### config.mk
export PLATFORM = sky130hd
export DESIGN_NAME = spec_hist_ckpt
export DESIGN_NICKNAME = d
export VERILOG_FILES = /design/src/rtl/spec_hist_pkg.sv /design/src/rtl/shist_reg.sv /design/src/rtl/shist_retire_next.sv /design/src/rtl/shist_spec_next.sv /design/src/rtl/spec_hist_ckpt.sv
export SDC_FILE = /design/constraint.sdc
export NUM_CORES = 1
export LEC_CHECK = 0
export BUFFER_PORTS_ARGS = -buffer_cell sky130_fd_sc_hd__buf_2
export CORE_MARGIN = 4
export CORE_UTILIZATION = 40
export DETAILED_ROUTE_END_ITERATION = 6
export HOLD_SLACK_MARGIN = 0.08
export PLACE_DENSITY_LB_ADDON = 0.2
export SLEW_MARGIN = 20
export SYNTH_ARGS = -nofsm -noshare
export SYNTH_HDL_FRONTEND = slang
export SYNTH_SLANG_ARGS = --single-unit
### constraint.sdc
create_clock -name clk_i -period 0.92 [get_ports clk_i]
set_input_delay 0.138 -clock clk_i [delete_from_list [all_inputs] [get_ports clk_i]]
set_output_delay 0.138 -clock clk_i [all_outputs]
set_load 0.1 [all_outputs]
### src/rtl/spec_hist_pkg.sv
package spec_hist_pkg;
  typedef enum logic [1:0] {
    SRC_HOLD   = 2'd0,
    SRC_PRED   = 2'd1,
    SRC_CKPT   = 2'd2,
    SRC_RETIRE = 2'd3
  } spec_src_e;
endpackage

### src/rtl/shist_reg.sv
module shist_reg #(
  parameter int unsigned H = 8
) (
  input  logic         clk_i,
  input  logic         rst_ni,
  input  logic         ld_i,
  input  logic [H-1:0] d_i,
  output logic [H-1:0] q_o
);
  always_ff @(posedge clk_i or negedge rst_ni) begin
    if (!rst_ni)   q_o <= '0;
    else if (ld_i) q_o <= d_i;
  end
endmodule

### src/rtl/shist_retire_next.sv
module shist_retire_next #(
  parameter int unsigned H = 8
) (
  input  logic [H-1:0] cur_i,
  input  logic         commit_valid_i,
  input  logic         commit_taken_i,
  output logic         ld_o,
  output logic [H-1:0] nxt_o
);
  always_comb begin
    ld_o  = commit_valid_i;
    nxt_o = commit_valid_i ? {cur_i[H-2:0], commit_taken_i} : cur_i;
  end
endmodule

### src/rtl/shist_spec_next.sv
module shist_spec_next
  import spec_hist_pkg::*;
#(
  parameter int unsigned H = 8
) (
  input  logic [H-1:0] cur_i,
  input  logic         pred_valid_i,
  input  logic         pred_taken_i,
  input  logic         fix_valid_i,
  input  logic         fix_mode_i,
  input  logic [H-1:0] fix_ckpt_i,
  input  logic         fix_taken_i,
  input  logic [H-1:0] retire_nxt_i,
  output logic         ld_o,
  output logic [H-1:0] nxt_o
);
  spec_src_e src;

  // repair outranks prediction
  always_comb begin
    if (fix_valid_i)       src = fix_mode_i ? SRC_RETIRE : SRC_CKPT;
    else if (pred_valid_i) src = SRC_PRED;
    else                   src = SRC_HOLD;
  end

  always_comb begin
    unique case (src)
      SRC_PRED:   nxt_o = {cur_i[H-2:0], pred_taken_i};
      SRC_CKPT:   nxt_o = {fix_ckpt_i[H-2:0], fix_taken_i};
      SRC_RETIRE: nxt_o = retire_nxt_i;
      default:    nxt_o = cur_i;
    endcase
    ld_o = (src != SRC_HOLD);
  end
endmodule

### src/rtl/spec_hist_ckpt.sv
module spec_hist_ckpt #(
  parameter int unsigned H = 8
) (
  input  logic         clk_i,
  input  logic         rst_ni,
  input  logic         pred_valid_i,
  input  logic         pred_taken_i,
  output logic [H-1:0] pred_ckpt_o,
  input  logic         fix_valid_i,
  input  logic         fix_mode_i,
  input  logic [H-1:0] fix_ckpt_i,
  input  logic         fix_taken_i,
  input  logic         commit_valid_i,
  input  logic         commit_taken_i,
  output logic [H-1:0] spec_hist_o,
  output logic [H-1:0] retire_hist_o
);
  localparam int unsigned HM1 = H - 1;

  logic         ret_ld, spec_ld;
  logic [H-1:0] ret_nxt, spec_nxt;

  shist_retire_next #(.H(H)) u_ret_nxt (
    .cur_i          (retire_hist_o),
    .commit_valid_i (commit_valid_i),
    .commit_taken_i (commit_taken_i),
    .ld_o           (ret_ld),
    .nxt_o          (ret_nxt)
  );

  shist_reg #(.H(H)) u_ret_reg (
    .clk_i  (clk_i),
    .rst_ni (rst_ni),
    .ld_i   (ret_ld),
    .d_i    (ret_nxt),
    .q_o    (retire_hist_o)
  );

  shist_spec_next #(.H(H)) u_spec_nxt (
    .cur_i        (spec_hist_o),
    .pred_valid_i (pred_valid_i),
    .pred_taken_i (pred_taken_i),
    .fix_valid_i  (fix_valid_i),
    .fix_mode_i   (fix_mode_i),
    .fix_ckpt_i   (fix_ckpt_i),
    .fix_taken_i  (fix_taken_i),
    .retire_nxt_i (ret_nxt),
    .ld_o         (spec_ld),
    .nxt_o        (spec_nxt)
  );

  shist_reg #(.H(H)) u_spec_reg (
    .clk_i  (clk_i),
    .rst_ni (rst_ni),
    .ld_i   (spec_ld),
    .d_i    (spec_nxt),
    .q_o    (spec_hist_o)
  );

  // snapshot is the pre-shift value
  assign pred_ckpt_o = spec_hist_o;

  p_pred_shift_r2: assert property (@(posedge clk_i) disable iff (!rst_ni)
    pred_valid_i && !fix_valid_i |=>
      spec_hist_o == {$past(spec_hist_o[HM1-1:0]), $past(pred_taken_i)});

  p_ckpt_repair_r4_r5: assert property (@(posedge clk_i) disable iff (!rst_ni)
    fix_valid_i && !fix_mode_i |=>
      spec_hist_o == {$past(fix_ckpt_i[HM1-1:0]), $past(fix_taken_i)});

  p_retire_copy_r7: assert property (@(posedge clk_i) disable iff (!rst_ni)
    fix_valid_i && fix_mode_i |=> spec_hist_o == retire_hist_o);

  p_idle_hold_r8: assert property (@(posedge clk_i) disable iff (!rst_ni)
    !pred_valid_i && !fix_valid_i |=> $stable(spec_hist_o));

  p_retire_commit_only_r6: assert property (@(posedge clk_i) disable iff (!rst_ni)
    !commit_valid_i |=> $stable(retire_hist_o));

  p_retire_shift_r6: assert property (@(posedge clk_i) disable iff (!rst_ni)
    commit_valid_i |=>
      retire_hist_o == {$past(retire_hist_o[HM1-1:0]), $past(commit_taken_i)});
endmodule

* After elaboration in Yosys (flattened, before gate mapping)
Cells that the tools add are included.
Widths: inputs -> output; s select.
** Cells by class
- $mul :: 0
- Bitwise gates (word level) :: 0
- Reduce and logical (&&, ||, !) cells :: 3
- Muxes and demuxes :: 5
- Divide/modulo/power cells :: 0
- Magnitude comparators :: 0
- $add $sub $neg :: 0
- Equal/unequal tests :: 3
- Shift operators :: 0
** Operator list (number)
- $pmux 8 s3 :: 1
- $mux 8 :: 1
- $eq 2x2->1 const B :: 2
- $reduce_bool 3->1 :: 1
- $eq 2x1->1 const B :: 1
- $mux 1 :: 2
- $mux 2 :: 1
- $reduce_and 2->1 :: 1
- $reduce_bool 2->1 :: 1
** Word-level totals
- Output and inout bits :: 24
- Bits of input ports :: 17
- Register bits after elaboration :: 16
- Memories :: 0
- Latch bits :: 0
- Logic and storage cells :: 13
- Memory bits (read-only) :: 0
- Memory bits (writable) :: 0

* Depth between registers and ports, before layout
- Depth after elaboration :: 5
- Gate-level depth with buffers :: 4
- Depth with buffers taken out :: 3

* Cells and area by module
Synthesis repeated with hierarchy kept, for this count alone.
** Unflattened totals
- Cell total of the unflattened synthesis :: 80
- Area total of the unflattened synthesis :: 1142.3 µm²
** Modules (own cells, without submodules)
- shist_reg :: instances 2, cells each 17, area an instance 331.6 µm², sequential area each 200.2 µm²
- shist_spec_next :: instances 1, cells each 28, area an instance 280.3 µm², sequential area each 0.0 µm²
- shist_retire_next :: instances 1, cells each 10, area an instance 138.9 µm², sequential area each 0.0 µm²
- spec_hist_ckpt :: instances 1, cells each 8, area an instance 60.1 µm², sequential area each 0.0 µm²

* Worst setup path before layout
Ideal clock, no wire load.
- Path kind :: reg-to-reg
- From :: reg u_ret_reg.q_o[0]
- To :: reg u_spec_reg.q_o[0]
- Data required time :: 0.793 ns
- Path slack :: -0.621 ns
- Setup time :: 0.127 ns
- Cell stages (with the launch flop) :: 4
- Data arrival time :: 1.415 ns
- Path buffers :: 0
- Clock period less this slack :: 1.541 ns
- Cell sequence :: dfrtp_1 -> mux2_4 -> nor2b_1 -> o32a_1
** On the way
- Word-level cells in the longest chain between the ends :: 2
** Ends and longest elaborated chain
- start, declared :: line shist_reg.sv:8 : output logic [H-1:0] q_o
- start signal, assigned :: line shist_reg.sv:12 : else if (ld_i) q_o <= d_i;
- $mux 8 :: line shist_retire_next.sv:12 : nxt_o = commit_valid_i ? {cur_i[H-2:0], commit_taken_i} : cur_i;
- $pmux 8 s3 :: line shist_spec_next.sv:27 : unique case (src)
- end signal, assigned :: line shist_reg.sv:12
- end, declared :: line shist_reg.sv:8
Every way passes these cells.
A chain may end at the register's enable or synchronous reset.

* Worst setup path after layout
- From :: reg u_spec_reg.q_o[0]
- To :: reg u_spec_reg.q_o[1]
** On the way
- Word-level cells in the longest chain between the ends :: 1
** Ends and longest elaborated chain (line)
- $pmux 8 s3 :: shist_spec_next.sv:27
Every way passes these cells.

==> reports/summary.txt <==
Wire per inst - 24.06 um
Outcome - finished, violations left
Fin. max-slew vios - 0
Compound-cell area share of the yosys netlist - 13.65%
Via density - 5.602
Total CTS buffers - 3
Type of the most critical hold path - in -> reg
First-pass DRT Iterations - 4
Synth cell types - 15
Area after DPL - 0.001546 mm^2
# setup viols final - 39
Core Rows - 16
Synth Flop Type - dfrtp_1
Clock Pin Slew Worst Setup and Hold Paths - 100 ps
Synth Warn # - 0
PortBufs - 39
Worst Tran Pin Value - 489.4 ps
Clock latency on the worst-skew pair - 290 ps
Clock Path Buffers - 2
Simple-Gate Fraction of Synth Area - 11.42%
Startpoint Class - register
Sink Count - 16
Finished layout cell area - 0.001851 mm^2
Violated checks - setup timing
Number of synthesized flops with an enable pin - 0
FILL cells - 52
Grt ovf - 0
Total of max-cap violations - 0
Max Freq - 793.4 MHz
H-Tree Level Count - 1
I/O pins - 41
Total Routing Usage GR - 26.95%
Layout cell share with drive strength beyond 1 - 79.14%
Synthesized area - 843.3 um^2
Syn Inst Count - 76
DRT iter0 DRCs - 8
Skew final - 2.245 ps
Syn avg cell area - 11.10 um^2
Post-DRT Antenna Nets - 0
Power per cell area - 2853 mW/mm^2
Crit path DAT - 1440 ps
Drt total wl - 3.994 mm
Syn nets - 93
Synth top area share - 47.48%
Slew Limit Headroom - 67.29%
VDD IR max - 0.003393 V
Initial cell density of the core - 42.55%
Sequential area share after synthesis - 47.48%
Synth cell count leaders - dfrtp_1, nor2b_1, buf_4, o22ai_1, nand2_1
Initial antenna violation count - 0
Most frequent cell after synthesis - dfrtp_1
Die area - 0.002907 mm^2
Post-route DRC - 0
Root buf cell - clkbuf_4
Global-route wire length before repair - 5.140 mm
Synth Area in Adders - 0%
#FFs+latches synth - 16
Die H - 53.92 um
CTS tree - yes
Final Cycle Share - 137.0%
DP HPWL - 1.851 mm
Final net count - 157
Critical Path RT - 1100 ps
Critical-path maximum fanout - 2
# diodes - 0
Synth area leader - dfrtp_1
Synth async-reset ratio - 100.0%
Die W - 53.92 um
Kind of critical path - reg -> reg
Routed vias - 930
Pre-CTS WS - -248.6 ps
Largest family of logic cells by synthesized area - multiplexers
Pleak - 0.8395 nW
Total design power - 5.280 mW
Synth area leaders - dfrtp_1, mux2_4, nor2b_1, buf_4, o22ai_1
Crit end category - register
Synth-to-layout area growth - 119.4%
Final hold vios - 0
Core ar. - 0.001982 mm^2
Post-Synth XOR/XNOR Area - 0%
Minimum clock period - 1260 ps
RSZ-0062 raised after global routing - yes
Placer Congestion - 0.7601
Mux share of post-synthesis cell area - 16.47%
Vias in the first global route - 956
Final worst slack - -340.5 ps
Hold slack - 197.2 ps
Pin count of the biggest net entering global routing - 17
TNS Setup - -9842 ps
power by group:
part / total, mW / switching (mW) / internal (mW)
clock: 0.478 / 0.237 / 0.241
sequential: 1.12 / 0.175 / 0.950
combinational: 3.68 / 2.16 / 1.52
total: 5.28 / 2.57 / 2.71
flip-flops by register name (all words and copies together) (netlist names):
| register | count |
|---|---|
| u_spec_reg.q_o | 8 |
| u_ret_reg.q_o | 8 |
logic make-up after synthesis:
kind of cell / after synthesis
DFF: 16
buffers and inverters: 14
and+or+nand+nor: 19
AOI/OAI and AO/OA: 16
muxes: 11
critical path: stages, from the launching register on:
cell,delay [ps]
dfrtp_4,500
buf_4,150
nor2b_1,170
o22ai_1,140
o32a_1,200
through the flow:
step	utilization, %	cells
3_3_place_gp	78.03	148
4_1_cts	89.65	163
3_5_place_dp	78.03	148
6_report	93.37	166
2_1_floorplan	-	76
5_1_grt	93.37	166
cells in the final DEF, fill, tap and decap left out:
master and instances:
nor2_2 1, nor2b_4 5, mux2i_1 3, o22ai_1 6, inv_1 1, mux2_2 1
nor2b_2 1, clkbuf_4 3, nor2_4 2, clkbuf_8 1, o32a_1 5, mux2_4 7
nor2b_1 4, buf_4 10, dlygate4sd3_1 1, buf_2 15, o21ai_0 3, buf_6 22
nand2_1 6, o22ai_2 2, buf_12 24, dfrtp_4 16
routing by layer:
metal  GRT usage [%]  vias up  wire (um)
met1           29.41      452       1451
met4           17.87        0        278
met3           6.648       26        297
li1                -      385          -
met5               0        -          0
met2           45.77       67       1966
worst paths after layout:
| path | start | to | slack [ps] | cells after the start |
|---|---|---|---|---|
| worst max-delay path | u_spec_reg.q_o[0] | u_spec_reg.q_o[1] | -340 | 4 |
| worst min-delay path | commit_taken_i | u_ret_reg.q_o[0] | 200 | 3 |
| worst max register to register | u_spec_reg.q_o[0] | u_spec_reg.q_o[1] | -340 | 4 |
| worst min register to register | u_ret_reg.q_o[4] | u_ret_reg.q_o[4] | 640 | 1 |
| max in group asynchronous | rst_ni | u_spec_reg.q_o[3] | 280 | 2 |
| min in group asynchronous | rst_ni | u_ret_reg.q_o[7] | 340 | 2 |
repair_timing:
action | in CTS | in global routing
pin swaps | 4 | 3
hold buffers | 1 | 0
endpoints found under the hold margin | 16 | 0
setup endpoints to repair | 32 | 37
setup buffers | 10 | 6
resized for setup | 29 | 13
cell type report:
type,count,area (um^2),share of cell area (%)
clock buffer,4,36.28,1.961
inverter,1,3.754,0.2028
multi-input combinational,46,427.9,23.12
sequential,16,460.4,24.88
tap,27,33.78,1.826
timing repair buffer,72,888.4,48.01
(Power assumes the default switching activity.)
